--- src/rtl/burst_pkg.sv ---
package burst_pkg;
  typedef enum logic {
    ORDER_COUNT = 1'b0,
    ORDER_XOR   = 1'b1
  } burst_order_e;

  localparam int unsigned BEAT_BITS = 2;
endpackage

--- src/rtl/burst_anchor.sv ---
module burst_anchor #(
  parameter int unsigned AW = 20
) (
  input  logic          clk,
  input  logic          rst_n,
  input  logic          capture_en,
  input  logic [AW-1:0] base_d,
  output logic [AW-1:0] base_q
);
  always_ff @(posedge clk or negedge rst_n) begin
    if (!rst_n)          base_q <= '0;
    else if (capture_en) base_q <= base_d;
  end
endmodule

--- src/rtl/burst_beat_ctr.sv ---
module burst_beat_ctr #(
  parameter int unsigned LW = 2
) (
  input  logic          clk,
  input  logic          rst_n,
  input  logic          en,
  input  logic          clear,
  input  logic          inc,
  output logic [LW-1:0] beat_q
);
  always_ff @(posedge clk or negedge rst_n) begin
    if (!rst_n)                 beat_q <= '0;
    else if (en && clear)       beat_q <= '0;
    else if (en && inc)         beat_q <= beat_q + 1'b1;
  end

  assert_load_clears_R2: assert property (@(posedge clk) disable iff (!rst_n)
    en && clear |=> beat_q == '0);
  assert_step_advances_R3: assert property (@(posedge clk) disable iff (!rst_n)
    en && !clear && inc |=> beat_q == LW'($past(beat_q) + 1'b1));
  assert_suspend_holds_beat_R8: assert property (@(posedge clk) disable iff (!rst_n)
    !en |=> $stable(beat_q));
  assert_idle_holds_beat_R10: assert property (@(posedge clk) disable iff (!rst_n)
    en && !clear && !inc |=> $stable(beat_q));
endmodule

--- src/rtl/burst_order_map.sv ---
module burst_order_map
  import burst_pkg::*;
#(
  parameter int unsigned LW = 2
) (
  input  logic [LW-1:0] start_low,
  input  logic [LW-1:0] beat,
  input  burst_order_e  order,
  output logic [LW-1:0] low_o
);
  logic [LW-1:0] count_low;
  logic [LW-1:0] xor_low;

  assign count_low = start_low + beat;

  for (genvar b = 0; b < LW; b++) begin : g_xor_bit
    assign xor_low[b] = start_low[b] ^ beat[b];
  end

  assign low_o = (order == ORDER_XOR) ? xor_low : count_low;

  always_comb begin
    if (beat == '0) begin
      assert_beat0_is_start_R11: assert (low_o == start_low);
    end
  end
endmodule

--- src/rtl/burst_addr_gen.sv ---
module burst_addr_gen
  import burst_pkg::*;
#(
  parameter int unsigned AW = 20
) (
  input  logic                 clk,
  input  logic                 rst_n,
  input  logic                 load_i,
  input  logic                 step_i,
  input  logic                 suspend_i,
  input  logic                 mode_i,
  input  logic [AW-1:0]        base_addr_i,
  output logic [AW-1:0]        addr_o,
  output logic [BEAT_BITS-1:0] beat_o
);
  localparam int unsigned LW = BEAT_BITS;

  logic          run;
  logic [AW-1:0] base_q;
  logic [LW-1:0] low_bits;
  burst_order_e  order;

  assign run   = !suspend_i;
  assign order = burst_order_e'(mode_i);

  burst_anchor #(.AW(AW)) anchor_i (
    .clk(clk), .rst_n(rst_n), .capture_en(run && load_i),
    .base_d(base_addr_i), .base_q(base_q)
  );

  burst_beat_ctr #(.LW(LW)) beat_i (
    .clk(clk), .rst_n(rst_n), .en(run), .clear(load_i),
    .inc(step_i), .beat_q(beat_o)
  );

  burst_order_map #(.LW(LW)) map_i (
    .start_low(base_q[LW-1:0]), .beat(beat_o), .order(order), .low_o(low_bits)
  );

  assign addr_o = {base_q[AW-1:LW], low_bits};

  assert_load_addr_R2: assert property (@(posedge clk) disable iff (!rst_n)
    run && load_i |=> addr_o == $past(base_addr_i));
  assert_upper_kept_R6: assert property (@(posedge clk) disable iff (!rst_n)
    !(run && load_i) |=> addr_o[AW-1:LW] == $past(addr_o[AW-1:LW]));
  assert_suspend_holds_addr_R8: assert property (@(posedge clk) disable iff (!rst_n)
    suspend_i |=> $stable(addr_o));
  assert_mode_static_R11: assert property (@(posedge clk) disable iff (!rst_n)
    beat_o != '0 |-> $stable(mode_i));
endmodule

--- config.mk ---
export PLATFORM = sky130hd
export DESIGN_NAME = burst_addr_gen
export DESIGN_NICKNAME = d
export VERILOG_FILES = /design/src/rtl/burst_pkg.sv /design/src/rtl/burst_anchor.sv /design/src/rtl/burst_beat_ctr.sv /design/src/rtl/burst_order_map.sv /design/src/rtl/burst_addr_gen.sv
export SDC_FILE = /design/constraint.sdc
export NUM_CORES = 1
export LEC_CHECK = 0
export BUFFER_PORTS_ARGS = -buffer_cell sky130_fd_sc_hd__buf_2
export CAP_MARGIN = 0
export CORE_UTILIZATION = 45
export DETAILED_ROUTE_END_ITERATION = 8
export PLACE_DENSITY = 0.75
export SYNTH_ARGS = -nofsm -noshare
export SYNTH_HDL_FRONTEND = slang
export SYNTH_SLANG_ARGS = --single-unit
--- constraint.sdc ---
create_clock -name clk -period 1.15 [get_ports clk]
set_input_delay 0.23 -clock clk [delete_from_list [all_inputs] [get_ports clk]]
set_output_delay 0.23 -clock clk [all_outputs]
set_load 0.01 [all_outputs]
==> results of run 1 <==
[layer usage]
layer	GRT usage, %	up-vias
met5	0	-
met4	4.29	0
met3	2.78	2
met2	26.4	31
met1	18.0	306
li1	-	308
[kinds of logic (layout without fill, tap and decap cells)]
kind of cell	count (synthesis)	after routing	synth area share, %
compound gates	5	5	2.43
xor+xnor	2	2	1.70
fa+ha+maj	1	1	1.21
buf+inv	20	57	15.3
flops	22	22	53.5
mux	20	20	22.2
simple gates	6	6	3.65
[synth_stat cells]
library cell | instances | share of area (%)
sky130_fd_sc_hd__dfrtp_1 | 22 | 53
sky130_fd_sc_hd__mux2_2 | 19 | 21
sky130_fd_sc_hd__buf_4 | 18 | 13
sky130_fd_sc_hd__o21ai_0 | 4 | 1.9
sky130_fd_sc_hd__buf_6 | 2 | 2.2
sky130_fd_sc_hd__nor2_1 | 2 | 0.73
sky130_fd_sc_hd__xnor2_1 | 2 | 1.7
sky130_fd_sc_hd__a21oi_1 | 1 | 0.49
sky130_fd_sc_hd__ha_1 | 1 | 1.2
sky130_fd_sc_hd__mux2_4 | 1 | 1.5
sky130_fd_sc_hd__nand2_1 | 1 | 0.36
sky130_fd_sc_hd__nand2b_1 | 1 | 0.61
sky130_fd_sc_hd__nor2b_1 | 1 | 0.61
sky130_fd_sc_hd__nor2b_4 | 1 | 1.3
[stage by stage]
step	util, %	setup TNS [ns]	instances	cell area, sq um
after global routing	63.5	-0.860	140	1310
after floorplan	-	0	76	1050
after detailed placement	58.6	-0.0544	133	1210
after global placement	58.6	-0.0409	133	1210
final	63.5	-0.672	140	1310
after CTS	62.3	-0.631	139	1280
[cells in the final DEF (no fill, tap or decap)]
master	n
sky130_fd_sc_hd__dlygate4sd3_1	1
sky130_fd_sc_hd__clkbuf_8	1
sky130_fd_sc_hd__buf_12	2
sky130_fd_sc_hd__nand2b_1	1
sky130_fd_sc_hd__a21oi_1	1
sky130_fd_sc_hd__mux2_4	1
sky130_fd_sc_hd__dfrtp_2	2
sky130_fd_sc_hd__nor2_1	2
sky130_fd_sc_hd__ha_4	1
sky130_fd_sc_hd__mux2_2	19
sky130_fd_sc_hd__nor2b_4	2
sky130_fd_sc_hd__clkbuf_4	3
sky130_fd_sc_hd__buf_6	4
sky130_fd_sc_hd__xnor2_2	2
sky130_fd_sc_hd__dfrtp_1	20
sky130_fd_sc_hd__buf_4	2
sky130_fd_sc_hd__nand2_1	1
sky130_fd_sc_hd__o21ai_0	4
sky130_fd_sc_hd__buf_2	44
[what timing repair did]
action / CTS / global route
pin swaps: 2 / 0
endpoints found under the hold margin: 22 / 0
endpoints found under the setup margin: 2 / 4
gates resized for setup: 3 / 4
hold buffers: 1 / 0
buffers inserted: 1 / 1
[report_power, final]
group / leakage (nW) / switching, mW / total (mW) / internal, mW
registers: 0.258 / 0.0631 / 0.948 / 0.885
logic: 0.354 / 0.202 / 0.491 / 0.290
clock network: 0.0210 / 0.212 / 0.404 / 0.193
[flip-flops by register name, indices dropped and copies added, names as in the netlist]
name             flops
anchor_i.base_q     20
beat_i.beat_q        2
[critical path, cell delays in order, from the launching register on]
cell,delay (ns)
sky130_fd_sc_hd__dfrtp_2,0.44
sky130_fd_sc_hd__ha_4,0.16
sky130_fd_sc_hd__nor2b_4,0.12
sky130_fd_sc_hd__xnor2_2,0.11
sky130_fd_sc_hd__buf_2,0.14
[worst paths after layout]
check,startpoint,end,slack (ns)
max reg2reg,beat_i.beat_q[0],beat_i.beat_q[1],0.09
min reg2reg,anchor_i.base_q[2],anchor_i.base_q[2],0.52
max,beat_i.beat_q[0],addr_o[1],-0.33
min,base_addr_i[17],anchor_i.base_q[17],0.16
max in group asynchronous,rst_n,beat_i.beat_q[0],0.41
min in group asynchronous,rst_n,anchor_i.base_q[5],0.41
[final cells by class]
class	count	area [sq um]
Fill cell	161	752
Sequential cell	22	553
Multi-Input combinational cell	34	357
Timing Repair Buffer	53	330
Clock buffer	4	36.3
Tap cell	27	33.8
==> run summary, run 1 <==
• pwr/cell area: 1410 nW/um^2
• clock root buffer: sky130_fd_sc_hd__clkbuf_4
• remaining routing DRC violations: 0
• cell count of the worst hold path: 2
• drt wl/cell: 11.5 um
• maximum root-to-sink buffer count: 2
• gr ovfl total: 0
• DR vias/cell: 4.62
• worst-case vdd ir drop: 0.775 mV
• met2 routed wirelength: 758 um
• Post-Synthesis Net Count: 103
• die height: 49.8 um
• netlist area before placement: 1030 sq um
• first-pass GRT wire length: 2810 um
• area of the core: 2060 sq um
• via count: 647
• Worst Max-Slew Pin Slew: 0.459 ns
• Arr. time, crit path: 1.25 ns
• count of endpoints failing setup in the final report: 3
• CTS tree: built
• clock insertion delay at the later pin of the skew report: 0.29 ns
• Std-Cell Rows: 16
• uppermost layer routed: met4
• status: finished with violations
• number of buffers added by the clock tree synthesis step: 3
• headroom to the max-slew limit: 69.4%
• Post-Syn Area per Cell: 13.5 sq um
• number of nets with antenna violations after detailed routing: 0
• total wire length: 1620 um
• element type at the critical path end: output port
• startpoint type of the worst setup path: flip-flop
• number of slew-limit violations in the final report: 0
• DR pass1 iterations: 3
• failing checks: setup timing
• via count of the first global-routing pass: 685
• depth of the most critical reg-to-reg path: 5
• fmax: 675 MHz
• leakage power total: 0.633 nW
• register area share after synthesis: 53.5%
• full die area: 2480 sq um
• hold crit path type: in -> reg
• global router's overall resource usage: 14.8%
• starting density of the core: 49.9%
• Worst-path clk slew: 0.11 ns
• maximum net fanout on the critical path: 2
• Routability Congestion: 0.734
• Met3 Wirelength: 117 um
• minimum hold slack: 0.159 ns
• quantity of I/O buffers inserted on ports: 47
• count of warnings emitted by yosys: 0
• number of instances in the synthesized netlist: 76
• share of cells above drive strength 1: 73.5%
• post-route clock period utilization: 129%
• number of antenna violations at the first check in global routing: 0
• Final Hold Viols: 0
• Detailed Route Iter0 Violations: 7
• synth unique cells: 14
• endpoint required time on the critical path: 0.92 ns
• worst clock skew on the final layout: 0.000292 ns
• flip-flop and latch count after synthesis: 22
• die outline width: 49.8 um
• minimum period implied by the final worst setup slack: 1.48 ns
• unrepaired setup endpoints after global routing: yes
• I/O Pins: 48
• pre-CTS worst setup slack: -0.0533 ns
• Diodes inserted: 0
• critical path class: reg -> out
• number of clock sinks: 22
• PnR worst setup slack: -0.332 ns
• largest net degree at the start of global routing: 23
• growth of design area from synthesis to finish: 27.2%
• Power, Total: 1.84 mW
• layout net count: 141
• number of violations of the max-capacitance limit: 0
• M1 WL: 730 um
• number of levels in the clock H-tree: 1
Note: power is estimated with default switching activity, not from simulation.
==> run 2, diff against run 1 <==
- CORE_UTILIZATION: 45 -> 35
- CTS_BUF_LIST: default -> sky130_fd_sc_hd__clkbuf_8
- PLACE_DENSITY: 0.75 -> 0.6
==> run summary, run 2 (synthesis gave the netlist of run 1 again) <==
• flop-to-flop setup slack: 0.11 ns, +0.02 ns
• DR vias/cell: 4.52, -2.2%
• critical path class: reg -> out
• CP Cell Sequence: ha_4 > nor2b_4 > xnor2_2 > buf_2
• clock insertion delay at the later pin of the skew report: 0.25 ns, -0.04 ns
• post-route clock period utilization: 126%, -3.1 points
• number of nets with antenna violations after detailed routing: 0, unchanged
• I/O Pins: 48, unchanged
• area of the core: 2780 sq um, +35%
• Diodes inserted: 0, unchanged
• R2R Path Start: beat_i.beat_q[0]
• endpoint required time on the critical path: 0.92 ns, about the same
• leakage power total: 0.640 nW, +1.1%
• Worst Hold End: anchor_i.base_q[18]
• number of buffers added by the clock tree synthesis step: 3, unchanged
• maximum net fanout on the critical path: 2, unchanged
• flip-flop count of the largest register, all copies and words added: 20, unchanged
• startpoint type of the worst setup path: flip-flop
• maximum root-to-sink buffer count: 2, unchanged
• DR pass1 iterations: 4, +1
• most common cell after layout, fill and taps aside: sky130_fd_sc_hd__buf_2
• most flop-heavy register: anchor_i.base_q
• quantity of I/O buffers inserted on ports: 47, unchanged
• via count of the first global-routing pass: 683, -0.29%
• growth of design area from synthesis to finish: 28.6%
• pwr/cell area: 1490 nW/um^2, +6.0%
• clock root buffer: sky130_fd_sc_hd__clkbuf_8
• failing checks: setup timing
• largest registers: anchor_i.base_q x20, beat_i.beat_q x2
• starting density of the core: 37.0%, -13 points
• worst r2r dst: beat_i.beat_q[0]
• fmax: 691 MHz, +2.5%
• Std-Cell Rows: 19, +3
• cell count of the worst hold path: 2, unchanged
• number of violations of the max-capacitance limit: 0, unchanged
• total wire length: 1690 um, +4.8%
• remaining routing DRC violations: 0, unchanged
• Detailed Route Iter0 Violations: 10, +3
• minimum period implied by the final worst setup slack: 1.45 ns, -0.0354 ns
• drt wl/cell: 11.8 um, +1.9%
• largest net degree at the start of global routing: 23, unchanged
• placed instance count: 138, +3.8%
• PnR worst setup slack: -0.296 ns, +0.0354 ns
• count of endpoints failing setup in the final report: 4, +1
• final cell utilization of the core: 47.6%, -16 points
• share of cells above drive strength 1: 72.6%, -0.88 points
• hold crit path type: in -> reg
• Routability Congestion: 0.697, -5.0%
• Final Hold Viols: 0, unchanged
• headroom to the max-slew limit: 67.2%, -2.2 points
• number of antenna violations at the first check in global routing: 0, unchanged
• Worst Max-Slew Pin Slew: 0.491 ns, +0.0328 ns
• worst clock skew on the final layout: 0.000239 ns, -0.0000529 ns
• number of slew-limit violations in the final report: 0, unchanged
• die height: 56.2 um, +13%
• CTS tree: built
• worst-case vdd ir drop: 0.881 mV, +14%
• number of filler cells placed in the layout: 278, +73%
• layout net count: 141, unchanged
• Worst-path clk slew: 0.08 ns, -0.03 ns
• Min-Delay Startpoint: base_addr_i[18]
• via count: 651, +0.62%
• multi-input gate area in the final layout: 357 sq um, unchanged
• HPWL after detailed placement: 1200 um
• gr ovfl total: 0, unchanged
• global router's overall resource usage: 11.6%, -3.2 points
• number of clock sinks: 22, unchanged
• number of levels in the clock H-tree: 1, unchanged
• biggest cell delay along the critical path: 0.43 ns, about the same
• Seq. cell area: 552 sq um, -0.23%
• commonest non-fill, non-tap cells in the layout: sky130_fd_sc_hd__buf_2 (44), sky130_fd_sc_hd__dfrtp_1 (21), sky130_fd_sc_hd__mux2_2 (19)
• minimum hold slack: 0.200 ns, +0.0411 ns
• Final Non-Filler Cells: 144, +2.9%
• full die area: 3160 sq um, +27%
• element type at the critical path end: output port
• die outline width: 56.2 um, +13%
• Arr. time, crit path: 1.22 ns, -0.03 ns
• first-pass GRT wire length: 2870 um, +2.2%
• unrepaired setup endpoints after global routing: yes
• status: finished with violations
• slowest cell on the critical path: sky130_fd_sc_hd__dfrtp_2
• depth of the most critical reg-to-reg path: 4, -1
-- run 2: metal layers --
layer / track usage (%) / part of all wire (%) / up-vias
li1: - / - / 309
met1: 14.1 / 40 / 310
met2: 20.4 / 53 / 32
met3: 2.33 / 7.3 / 0
met4: 4.18 / 0 / 0
met5: 0 / 0 / -
-- run 2: worst max-delay path by stage --
stage	depth (start not counted)	startpoint	slack [ns]	end
3_5_place_dp	4	beat_i.beat_q[0]	-0.01	addr_o[1]
4_1_cts	4	beat_i.beat_q[0]	-0.30	addr_o[1]
2_1_floorplan	3	beat_i.beat_q[0]	0.01	addr_o[1]
6_report	4	beat_i.beat_q[0]	-0.30	addr_o[1]
3_3_place_gp	4	beat_i.beat_q[0]	-0.002	addr_o[1]
5_1_grt	4	beat_i.beat_q[0]	-0.33	addr_o[1]
-- run 2: power by group --
group          switching (mW)  internal (mW)
clock                   0.234          0.304
sequential             0.0588          0.885
combinational           0.203          0.289
-- run 2: layout make-up --
cell class	instances	share of cell area, %
sequential	22	41.7
multi-input combinational	34	26.9
timing repair buffer	53	24.3
clock buffer	4	4.16
tap	31	2.93
-- run 2: stage by stage --
step	setup WS, ns	area (sq um)	power, mW	setup TNS [ns]
global route	-0.332	1320	2.09	-0.693
CTS	-0.299	1310	2.00	-0.498
finish	-0.296	1320	1.97	-0.549
detailed placement	-0.0141	1210	1.40	-0.0141
floorplan	0.0128	1050	1.32	0
global placement	-0.00224	1210	1.39	-0.00224
-- run 2: critical path: cells and delay by family, from the launching register on --
kind	cells	cell delay (ns)
DFF	1	0.43
adders and majority gates	1	0.16
buffers and inverters	1	0.14
and+or+nand+nor	1	0.12
xor gates and xnor gates	1	0.11
-- run 2: timing repair --
| action | 4_1_cts | 5_1_grt |
|---|---|---|
| setup endpoints to repair | 4 | 4 |
| hold buffers | 1 | 0 |
| setup buffers | 0 | 1 |
| pin swaps | 2 | 0 |
| gates resized for setup | 5 | 2 |
| hold endpoints to repair | 22 | 0 |
==> run 3, diff against run 2 <==
- CORE_ASPECT_RATIO: default -> 2
==> run summary, run 3 (synthesis gave the netlist of run 1 again) <==
• leakage power total: 0.651 nW, +1.7%
• sw frac: 23.3%, -1.8 points
• drt wl/cell: 11.8 um, +0.47%
• Worst Max-Slew Pin Slew: 0.489 ns, -0.00274 ns
• clock root buffer: sky130_fd_sc_hd__clkbuf_8
• DR vias/cell: 4.57, +1.1%
• DR pass1 iterations: 3, -1
• via count: 658, +1.1%
• placed instance count: 137, -0.72%
• pwr/cell area: 1600 nW/um^2, +7.1%
• most common cell after layout, fill and taps aside: sky130_fd_sc_hd__buf_2
• die height: 78.7 um, +40%
• die outline width: 40.4 um, -28%
• count of endpoints failing setup in the final report: 3, -1
• Post-Place Cell Area: 1210 sq um, +0.41%
• worst clock skew on the final layout: 0.000127 ns, -0.000112 ns
• Worst-path clk slew: 0.08 ns, about the same
• cell internal power dissipation: 1.63 mW, +11%
• post-route clock period utilization: 126%, about the same
• largest registers: anchor_i.base_q x20, beat_i.beat_q x2
• flip-flop count of the largest register, all copies and words added: 20, unchanged
• number of violations of the max-capacitance limit: 0, unchanged
• most flop-heavy register: anchor_i.base_q
• hold crit path type: in -> reg
• combinational power share: 23.0%, -1.9 points
• failing checks: setup timing
• remaining routing DRC violations: 0, unchanged
• maximum root-to-sink buffer count: 2, unchanged
• number of nets with antenna violations after detailed routing: 0, unchanged
• switching pwr: 0.498 mW, +0.29%
• Std-Cell Rows: 27, +8
• layout net count: 143, +1.4%
• full die area: 3180 sq um, +0.42%
• total wire length: 1700 um, +0.47%
• number of buffers added by the clock tree synthesis step: 3, unchanged
• Diodes inserted: 0, unchanged
• Routability Congestion: 0.620, -11%
• element type at the critical path end: output port
• CTS tree: built
• Non-Filler Cell Area, Final: 1340 sq um, +0.85%
• critical path class: reg -> out
• minimum period implied by the final worst setup slack: 1.45 ns, +0.000113 ns
• maximum net fanout on the critical path: 2, unchanged
• area of the core: 2770 sq um, -0.40%
• growth of design area from synthesis to finish: 29.6%
• part of the total power dissipated in the clock network: 33.2%, +5.9 points
• fmax: 691 MHz, about the same
• PnR worst setup slack: -0.297 ns, -0.000113 ns
• endpoint required time on the critical path: 0.92 ns, about the same
• number of antenna violations at the first check in global routing: 0, unchanged
• via count of the first global-routing pass: 662, -3.1%
• commonest non-fill, non-tap cells in the layout: sky130_fd_sc_hd__buf_2 (44), sky130_fd_sc_hd__dfrtp_1 (21), sky130_fd_sc_hd__mux2_2 (19)
• Arr. time, crit path: 1.22 ns, about the same
• Flop pwr share: 43.9%, -3.9 points
• share of cells above drive strength 1: 72.2%, -0.39 points
• first-pass GRT wire length: 2640 um, -8.2%
• I/O Pins: 48, unchanged
• Power, Total: 2.13 mW, +8.0%
• startpoint type of the worst setup path: flip-flop
• worst-case vdd ir drop: 0.803 mV, -8.8%
• clock insertion delay at the later pin of the skew report: 0.25 ns, about the same
• Detailed Route Iter0 Violations: 2, -8
• Final Non-Filler Cells: 144, unchanged
• unrepaired setup endpoints after global routing: yes
• gr ovfl total: 0, unchanged
• number of clock sinks: 22, unchanged
• largest net degree at the start of global routing: 23, unchanged
• starting density of the core: 37.2%, +0.15 points
• number of levels in the clock H-tree: 1, unchanged
• final cell utilization of the core: 48.2%, +0.60 points
• Final Hold Viols: 0, unchanged
• status: finished with violations
• headroom to the max-slew limit: 67.4%, +0.18 points
• number of slew-limit violations in the final report: 0, unchanged
• quantity of I/O buffers inserted on ports: 47, unchanged
• global router's overall resource usage: 11.9%, +0.22 points
• pre-CTS worst setup slack: -0.0434 ns, -0.0293 ns
[run 3: cell count changes in the layout (fill, tap and decap cells not counted), sizes merged]
| cell | before | now |
|---|---|---|
| buf | 52 | 54 |
| bufinv | 0 | 1 |
| clkbuf | 4 | 3 |
[run 3: critical path: stages (launching register included)]
cell and delay (ns):
sky130_fd_sc_hd__dfrtp_2 0.41, sky130_fd_sc_hd__ha_2 0.16, sky130_fd_sc_hd__nor2b_4 0.13, sky130_fd_sc_hd__xnor2_2 0.12, sky130_fd_sc_hd__buf_2 0.14
[run 3: metal layers]
| layer | global-route usage (%) | vias up | routed length (um) |
|---|---|---|---|
| li1 | - | 312 | - |
| met1 | 10.9 | 322 | 541 |
| met2 | 21.1 | 22 | 1030 |
| met3 | 2.51 | 2 | 109 |
| met4 | 7.00 | 0 | 19 |
| met5 | 0 | - | 0 |
[run 3: worst paths after layout]
check	from	end	slack, ns	depth (start not counted)
worst max register to register	beat_i.beat_q[1]	beat_i.beat_q[1]	0.12	4
worst min-delay path	base_addr_i[8]	anchor_i.base_q[8]	0.20	2
min in group asynchronous	rst_n	anchor_i.base_q[18]	0.46	2
worst max-delay path	beat_i.beat_q[0]	addr_o[1]	-0.30	4
worst min register to register	anchor_i.base_q[16]	anchor_i.base_q[16]	0.50	1
max in group asynchronous	rst_n	beat_i.beat_q[0]	0.32	2
[run 3: final cells by class]
class	instances	area (sq um)
Fill cell	277	1440
Clock inverter	1	30.0
Multi-Input combinational cell	34	339
Clock buffer	3	41.3
Tap cell	29	36.3
Sequential cell	22	552
Timing Repair Buffer	55	337
[run 3: through the flow]
stage	TNS [ns]	hold slack [ns]
floorplan	0	-0.0656
global placement	-0.00187	0.213
detailed placement	-0.0442	0.225
CTS	-0.625	0.184
global route	-0.717	0.189
finish	-0.571	0.195
[run 3: timing repair]
| action | 4_1_cts | 5_1_grt |
|---|---|---|
| endpoints found under the hold margin | 22 | 0 |
| hold buffers | 1 | 0 |
| resized for setup | 4 | 1 |
| setup endpoints to repair | 4 | 4 |
| pin swaps | 1 | 0 |
| buffers inserted | 2 | 1 |
[run 3: power groups by stage]
| stage | combinational (mW) | sequential (mW) | clock, mW |
|---|---|---|---|
| after CTS | 0.494 | 0.937 | 0.745 |
| final | 0.490 | 0.935 | 0.707 |
| after global routing | 0.535 | 0.951 | 0.768 |
| after floorplan | 0.370 | 0.950 | 0 |
| after global placement | 0.447 | 0.947 | 0 |
| after detailed placement | 0.456 | 0.953 | 0 |
